--- src/rtl/edt_pkg.sv ---
package edt_pkg;
  // Meaning of the polarity bit, fixed at elaboration.
  typedef enum logic {
    EDT_EDGE_SELECT = 1'b0,   // polarity picks which edge direction is held back
    EDT_INVERT      = 1'b1    // every edge held back, polarity inverts the output
  } edt_mode_e;
endpackage

--- src/rtl/edt_ratio_decode.sv ---
// Maps the ratio selector to a terminal count (ratio - 1).
module edt_ratio_decode #(
  parameter int SEL_W    = 3,
  parameter int EXP_STEP = 3,
  parameter int CNT_W    = 21
) (
  input  logic [SEL_W-1:0] sel,
  output logic [CNT_W-1:0] lim
);
  localparam int NSEL = 1 << SEL_W;

  logic [CNT_W-1:0] lim_tab [NSEL];

  for (genvar i = 0; i < NSEL; i++) begin : g_tab
    localparam int SHIFT = EXP_STEP * i;
    // Build the value one bit wider so that the largest ratio
    // (2^CNT_W) still gives a correct terminal count.
    localparam logic [CNT_W:0] TERM =
      ((CNT_W+1)'(1) << SHIFT) - (CNT_W+1)'(1);
    assign lim_tab[i] = TERM[CNT_W-1:0];
  end

  assign lim = lim_tab[sel];
endmodule

--- src/rtl/edt_edge_classify.sv ---
// Works out whether the input differs from the held level and whether
// that difference has to be timed.
module edt_edge_classify
  import edt_pkg::*;
#(
  parameter edt_mode_e MODE = EDT_EDGE_SELECT
) (
  input  logic sig_in,
  input  logic held,
  input  logic pol,
  output logic differs,
  output logic delayable
);
  assign differs = sig_in ^ held;

  if (MODE == EDT_INVERT) begin : g_inv
    logic unused_pol;
    assign unused_pol = pol;
    assign delayable  = differs;
  end else begin : g_sel
    // pol 0: new level 1 (rising) is timed; pol 1: new level 0 (falling) is timed
    assign delayable = differs & (sig_in ^ pol);
  end
endmodule

--- src/rtl/edt_tick_counter.sv ---
// Counts master ticks for one pending delay, using the ratio captured at start.
module edt_tick_counter #(
  parameter int CNT_W = 21
) (
  input  logic             clk,
  input  logic             rst_n,
  input  logic             start,
  input  logic             clear,
  input  logic             run,
  input  logic             tick,
  input  logic [CNT_W-1:0] lim_in,
  output logic [CNT_W-1:0] count,
  output logic [CNT_W-1:0] lim_cur,
  output logic             expire
);
  logic [CNT_W-1:0] cnt_q;
  logic [CNT_W-1:0] lim_q;

  always_ff @(posedge clk) begin
    if (!rst_n) begin
      cnt_q <= '0;
      lim_q <= '0;
    end else begin
      if (start) lim_q <= lim_in;
      if (start || clear) cnt_q <= '0;
      else if (run && tick) cnt_q <= cnt_q + 1'b1;
    end
  end

  assign count   = cnt_q;
  assign lim_cur = lim_q;
  assign expire  = run & tick & (cnt_q == lim_q);
endmodule

--- src/rtl/edge_delay_timer.sv ---
module edge_delay_timer
  import edt_pkg::*;
#(
  parameter edt_mode_e MODE     = EDT_EDGE_SELECT,
  parameter int        SEL_W    = 3,
  parameter int        EXP_STEP = 3
) (
  input  logic             clk,
  input  logic             rst_n,
  input  logic             tick,
  input  logic [SEL_W:0]   cfg_code,
  input  logic             sig_in,
  output logic             dout
);
  localparam int SPAN  = EXP_STEP * ((1 << SEL_W) - 1);
  localparam int CNT_W = (SPAN > 0) ? SPAN : 1;

  logic             pol_cur;
  logic [SEL_W-1:0] sel_cur;
  logic             held_q;
  logic             busy_q;
  logic             differs;
  logic             delayable;
  logic             start;
  logic             cancel;
  logic             finish;
  logic             expire;
  logic [CNT_W-1:0] lim_sel;
  logic [CNT_W-1:0] lim_cur;
  logic [CNT_W-1:0] cnt;

  assign pol_cur = cfg_code[SEL_W];
  assign sel_cur = cfg_code[SEL_W-1:0];

  edt_ratio_decode #(
    .SEL_W   (SEL_W),
    .EXP_STEP(EXP_STEP),
    .CNT_W   (CNT_W)
  ) u_ratio (
    .sel(sel_cur),
    .lim(lim_sel)
  );

  edt_edge_classify #(
    .MODE(MODE)
  ) u_classify (
    .sig_in   (sig_in),
    .held     (held_q),
    .pol      (pol_cur),
    .differs  (differs),
    .delayable(delayable)
  );

  assign start  = ~busy_q & delayable;
  assign cancel = busy_q & ~differs;
  assign finish = busy_q & differs & expire;

  edt_tick_counter #(
    .CNT_W(CNT_W)
  ) u_counter (
    .clk    (clk),
    .rst_n  (rst_n),
    .start  (start),
    .clear  (cancel | finish),
    .run    (busy_q),
    .tick   (tick),
    .lim_in (lim_sel),
    .count  (cnt),
    .lim_cur(lim_cur),
    .expire (expire)
  );

  // Held level and pending flag
  always_ff @(posedge clk) begin
    if (!rst_n) begin
      held_q <= sig_in;
      busy_q <= 1'b0;
    end else if (busy_q) begin
      if (cancel) begin
        busy_q <= 1'b0;
      end else if (finish) begin
        held_q <= sig_in;
        busy_q <= 1'b0;
      end
    end else if (differs) begin
      if (delayable) busy_q <= 1'b1;
      else           held_q <= sig_in;
    end
  end

  if (MODE == EDT_INVERT) begin : g_out_inv
    logic pol_pend_q;
    logic pol_out_q;
    // Polarity is captured when a delay starts and applied when it finishes,
    // so the output moves only at the end of a delay.
    always_ff @(posedge clk) begin
      if (!rst_n) begin
        pol_pend_q <= pol_cur;
        pol_out_q  <= pol_cur;
      end else begin
        if (start)  pol_pend_q <= pol_cur;
        if (finish) pol_out_q  <= pol_pend_q;
      end
    end
    assign dout = held_q ^ pol_out_q;
  end else begin : g_out_sel
    assign dout = held_q;
  end
endmodule

--- config.mk ---
export PLATFORM = sky130hd
export DESIGN_NAME = edge_delay_timer
export DESIGN_NICKNAME = d
export VERILOG_FILES = /design/src/rtl/edt_pkg.sv /design/src/rtl/edt_ratio_decode.sv /design/src/rtl/edt_edge_classify.sv /design/src/rtl/edt_tick_counter.sv /design/src/rtl/edge_delay_timer.sv
export SDC_FILE = /design/constraint.sdc
export NUM_CORES = 1
export LEC_CHECK = 0
export CORE_ASPECT_RATIO = 0.6
export CORE_MARGIN = 3
export CORE_UTILIZATION = 39
export DETAILED_ROUTE_END_ITERATION = 12
export HOLD_SLACK_MARGIN = 0.12
export PLACE_DENSITY = 0.66
export SLEW_MARGIN = 40
export SYNTH_ARGS = -nofsm -noshare
export SYNTH_HDL_FRONTEND = slang
export SYNTH_SLANG_ARGS = --single-unit
--- constraint.sdc ---
create_clock -name clk -period 1.8 [get_ports clk]
set_clock_uncertainty 0.05 [all_clocks]
set_input_delay 0.18 -clock clk [delete_from_list [all_inputs] [get_ports clk]]
set_output_delay 0.18 -clock clk [all_outputs]
set_load 0.005 [all_outputs]
==> impl.org <==
** Status
- The flow ran to the end, but the final reports show violations.
- Violated checks :: negative setup slack

** Floorplanning
- From left edge to right edge, the die measures ~86 um.
- The floorplan step defined a core boundary enclosing 3440 um^2.
- The floorplan step defined a die boundary enclosing 4600 um^2.
- Height of the chip :: 53.8 um
- Pin placement for this block handled 9 I/O pins.
- Initial Util :: 43.1%
- # rows :: 16

** Route
- Vias after detailed routing :: roughly 1.4k
- Via-per-instance ratio :: 5.32
- Number of detailed-routing iterations run before antenna repair :: 4
- The routed design has 3800 um of wire.
- After detailed routing, the number of remaining DRC violations is 0.
- Dividing the detail-routed wire length by the instance count gives 14.5 um.
- In this run the remaining antenna-violating nets after routing total 0.
- For this block, the initial DRC count from the detailed router was 95.

** Clocking
- CTS buffer count :: 5
- The clock passes through at most 2 buffers.
- After clock tree synthesis, the flow added hold-fix buffers numbering 0.
- TritonCTS built the clock tree.
- Counting every sink on the clock net gives 30.
- CTS HTree Levels :: 2
- The clock reaches the later pin of the worst-skew pair after between 0.2 and 0.3 ns.
- Clock transition time at the flip-flop clock pins of the worst setup and hold paths :: 0.07 ns
- Clock root buffer :: clkbuf_8

** STA
- Fmax :: 0.511 GHz
- Worst slew margin :: between 60 and 70%
- After layout, the worst setup slack is -0.158 ns.
- Setup repair after global routing could not meet its margin everywhere.
- The count of final max-slew check failures was 0.
- Final period util :: 109%
- Final Hold Fails :: 0
- Minimum period implied by the final worst setup slack :: 1.96 ns
- At the pin with the least slew margin, the transition time is approximately 0.54 ns.
- On the final layout, the worst hold slack is between 0.4 and 0.5 ns.
- Setup violations remaining at the end of the flow were counted as 22.

** Worst setup path
- Among all stages on the critical path, the largest delay is contributed by or4_4.
- Crit path max fanout :: 12
- Startpoint Class :: flip-flop
- For the worst setup path, the data arrival time is roughly 2.1 ns.
- CP endpoint kind :: flip-flop
- For the worst flop-to-flop path, the logic depth is 6.
- Walking the worst path, the cells encountered are or4_4 > a22oi_2 > nand4_1 > o21ai_4 > buf_12 > nor2_1.
- The largest single stage delay on the critical path is about 0.53 ns.
- Reg2Reg Launch Point :: u_counter.lim_cur[19]$_SDFFE_PN0P_
- Register-to-register setup slack :: -0.16 ns
- Category of the critical setup timing path :: flip-flop to flip-flop
- R2R Path End :: u_counter.count[19]$_SDFFE_PP0P_
- At the worst endpoint, the required time is roughly 1.9 ns.

** Global route
- Entering global routing, the biggest net connects 16 pins.
- The first global-routing pass estimated 6340 um of wire.
- Initial antenna violation count :: 0
- Total routing usage reported by global routing :: 18.2%
- Number of global-route vias before repair :: 1385
- Overall overflow remaining after global route :: 0

** Min path
- The startpoint identified for the worst hold timing path is u_counter.count[1]$_SDFFE_PP0P_.
- Hold path endpoint :: u_counter.count[1]$_SDFFE_PP0P_
- The tightest min-delay check is of the flip-flop to flip-flop type.
- Cells on Worst Hold Path :: 2

** Placement
- Once placement completed, the tool counted placed cells totaling 253.
- Once placement finished, the instance area stood at roughly 1900 um^2.
- Buffers placed on the I/O ports in this run total 8.
- Routability congestion estimate from global placement :: 0.837
- Hpwl dp :: about 2700 um

** Cells and area
- Area growth from synthesis to layout :: 35.2%
- For this run, the share of the core covered by cells in the final layout is 58.2%.
- Post-layout net count :: about 230
- For this run, the number of standard cells in the final layout without fillers is 262.
- In the final layout, the share of cells above drive strength 1 is 28.6%.
- Number of fill cells :: 298
- The number of antenna diodes in the final layout is 0.
- Summing all non-filler instances in the final layout gives an area of 2000 um^2.

** Yosys
- Prevailing post-synth register cell :: dfxtp_1
- After synthesis, flip-flops and latches occupy 41.2% of the total area.
- Post-synth ARST share :: 0%
- The Yosys step of the flow raised 0 warnings.
- When the netlist entered floorplanning its net count stood at ~180.
- The cell area that synthesis handed to floorplanning was 1480 um^2.
- Commonest cells post-synth :: dfxtp_1, nor2_1, xor2_1
- Post-synthesis instance total :: 172
- EDFF count, synth :: 1
- Yosys mapped the design onto 37 distinct sky130hd cell types.
- Synthesized area per cell :: 8.62 um^2
- Synth area leader :: dfxtp_1
- Seq cells post-synth :: 30
- After synthesis, the largest area contributor takes up 39.2% of total cell area.
- Most instantiated library cell after synthesis :: dfxtp_1
- Ranked by total cell area, the synthesized netlist is headed by dfxtp_1, xor2_1, nor2_1.

** Pwr
- The completed layout was analyzed and its total power is 1.46 mW.
- In this run the static leakage power is 0.766 nW.
- Ratio of total power to cell area :: a little over 700 nW/um^2
- The worst-case IR drop observed on VDD is 0.378 mV.

** Job
- Across the run, the number of max-cap violations was 0.
## metrics by stage
step / setup WS, ns / TNS (ns)
3_5_place_dp: -0.273 / -6.06
3_3_place_gp: -0.185 / -4.19
4_1_cts: -0.120 / -2.27
5_1_grt: -0.228 / -4.28
2_1_floorplan: 0.00427 / 0
6_report: -0.158 / -3.01
## critical path: cells and delay by family (launching register included)
| family | cells | cell delay [ns] |
|---|---|---|
| buffers and inverters | 1 | 0.17 |
| flip-flops | 1 | 0.33 |
| AO/OA/AOI/OAI | 2 | 0.46 |
| AND/OR/NAND/NOR | 3 | 0.82 |
## cell usage in the layout (no fill, tap or decap), drive strengths merged, types with 4 or more instances in the layout
master         instances
buf                   33
nor2                  30
dfxtp                 29
xor2                  16
nand3                 14
nand2                 12
nand4                  9
clkdlybuf4s50          8
xnor2                  7
a21oi                  7
clkbuf                 7
nor3                   5
or4                    4
a211oi                 4
nor4                   4
## final cells by class
| class | instances | area [um^2] | share of cell area, % |
|---|---|---|---|
| tap | 45 | 56.3 | 2.81 |
| timing repair buffer | 41 | 354 | 17.7 |
| multi-input combinational | 135 | 876 | 43.7 |
| clock inverter | 1 | 5.00 | 0.250 |
| inverter | 3 | 11.3 | 0.562 |
| sequential | 30 | 616 | 30.7 |
| clock buffer | 7 | 86.3 | 4.31 |
## sequential cells by signal, indices dropped and copies added, names as in the netlist
| name | flops |
|---|---|
| u_counter.lim_cur | 7 |
| dout | 1 |
| u_counter.count | 21 |
| busy_q | 1 |
## kinds of logic (layout without fill, tap and decap cells)
logic type | Yosys count | in the layout | synth area share [%]
AOI/OAI and AO/OA | 19 | 19 | 8.52
xor gates and xnor gates | 23 | 23 | 13.6
adders and majority gates | 1 | 1 | 0.844
buffers and inverters | 7 | 52 | 3.04
DFF | 30 | 30 | 41.2
muxes | 1 | 1 | 0.675
and+or+nand+nor | 91 | 91 | 32.2
## per-layer routing
metal | global-route usage, % | wire length (um) | vias up
met1 | 24.3 | 1840 | 643
li1 | - | - | 698
met2 | 28.9 | 1650 | 48
met5 | 0 | 0 | -
met4 | 5.79 | 34 | 0
met3 | 4.89 | 275 | 5
## report_power, final
group          switching, mW  internal (mW)  total (mW)
Clock                  0.261          0.308       0.569
Combinational         0.0956         0.0977       0.193
Sequential            0.0128          0.682       0.695
## worst max path at each step
stage          slack [ns]  cells after the start                               start                           endpoint
6_report            -0.16                      6  u_counter.lim_cur[19]$_SDFFE_PN0P_   u_counter.count[19]$_SDFFE_PP0P_
3_3_place_gp        -0.18                      5                              sig_in                     dout$_DFFE_PP_
5_1_grt             -0.23                      4  u_counter.lim_cur[19]$_SDFFE_PN0P_                     dout$_DFFE_PP_
4_1_cts             -0.12                      6  u_counter.lim_cur[19]$_SDFFE_PN0P_   u_counter.count[18]$_SDFFE_PP0P_
2_1_floorplan       0.004                      4     u_counter.count[9]$_SDFFE_PP0P_                     dout$_DFFE_PP_
3_5_place_dp        -0.27                      6                              sig_in  u_counter.lim_cur[8]$_SDFFE_PN0P_
## timing repair
| item | in CTS | in global routing |
|---|---|---|
| setup endpoints to repair | 23 | 25 |
| gates cloned | 0 | 1 |
| setup buffers | 0 | 0 |
| resized for setup | 3 | 8 |
| pin swaps | 2 | 2 |
(Power assumes the default switching activity.)
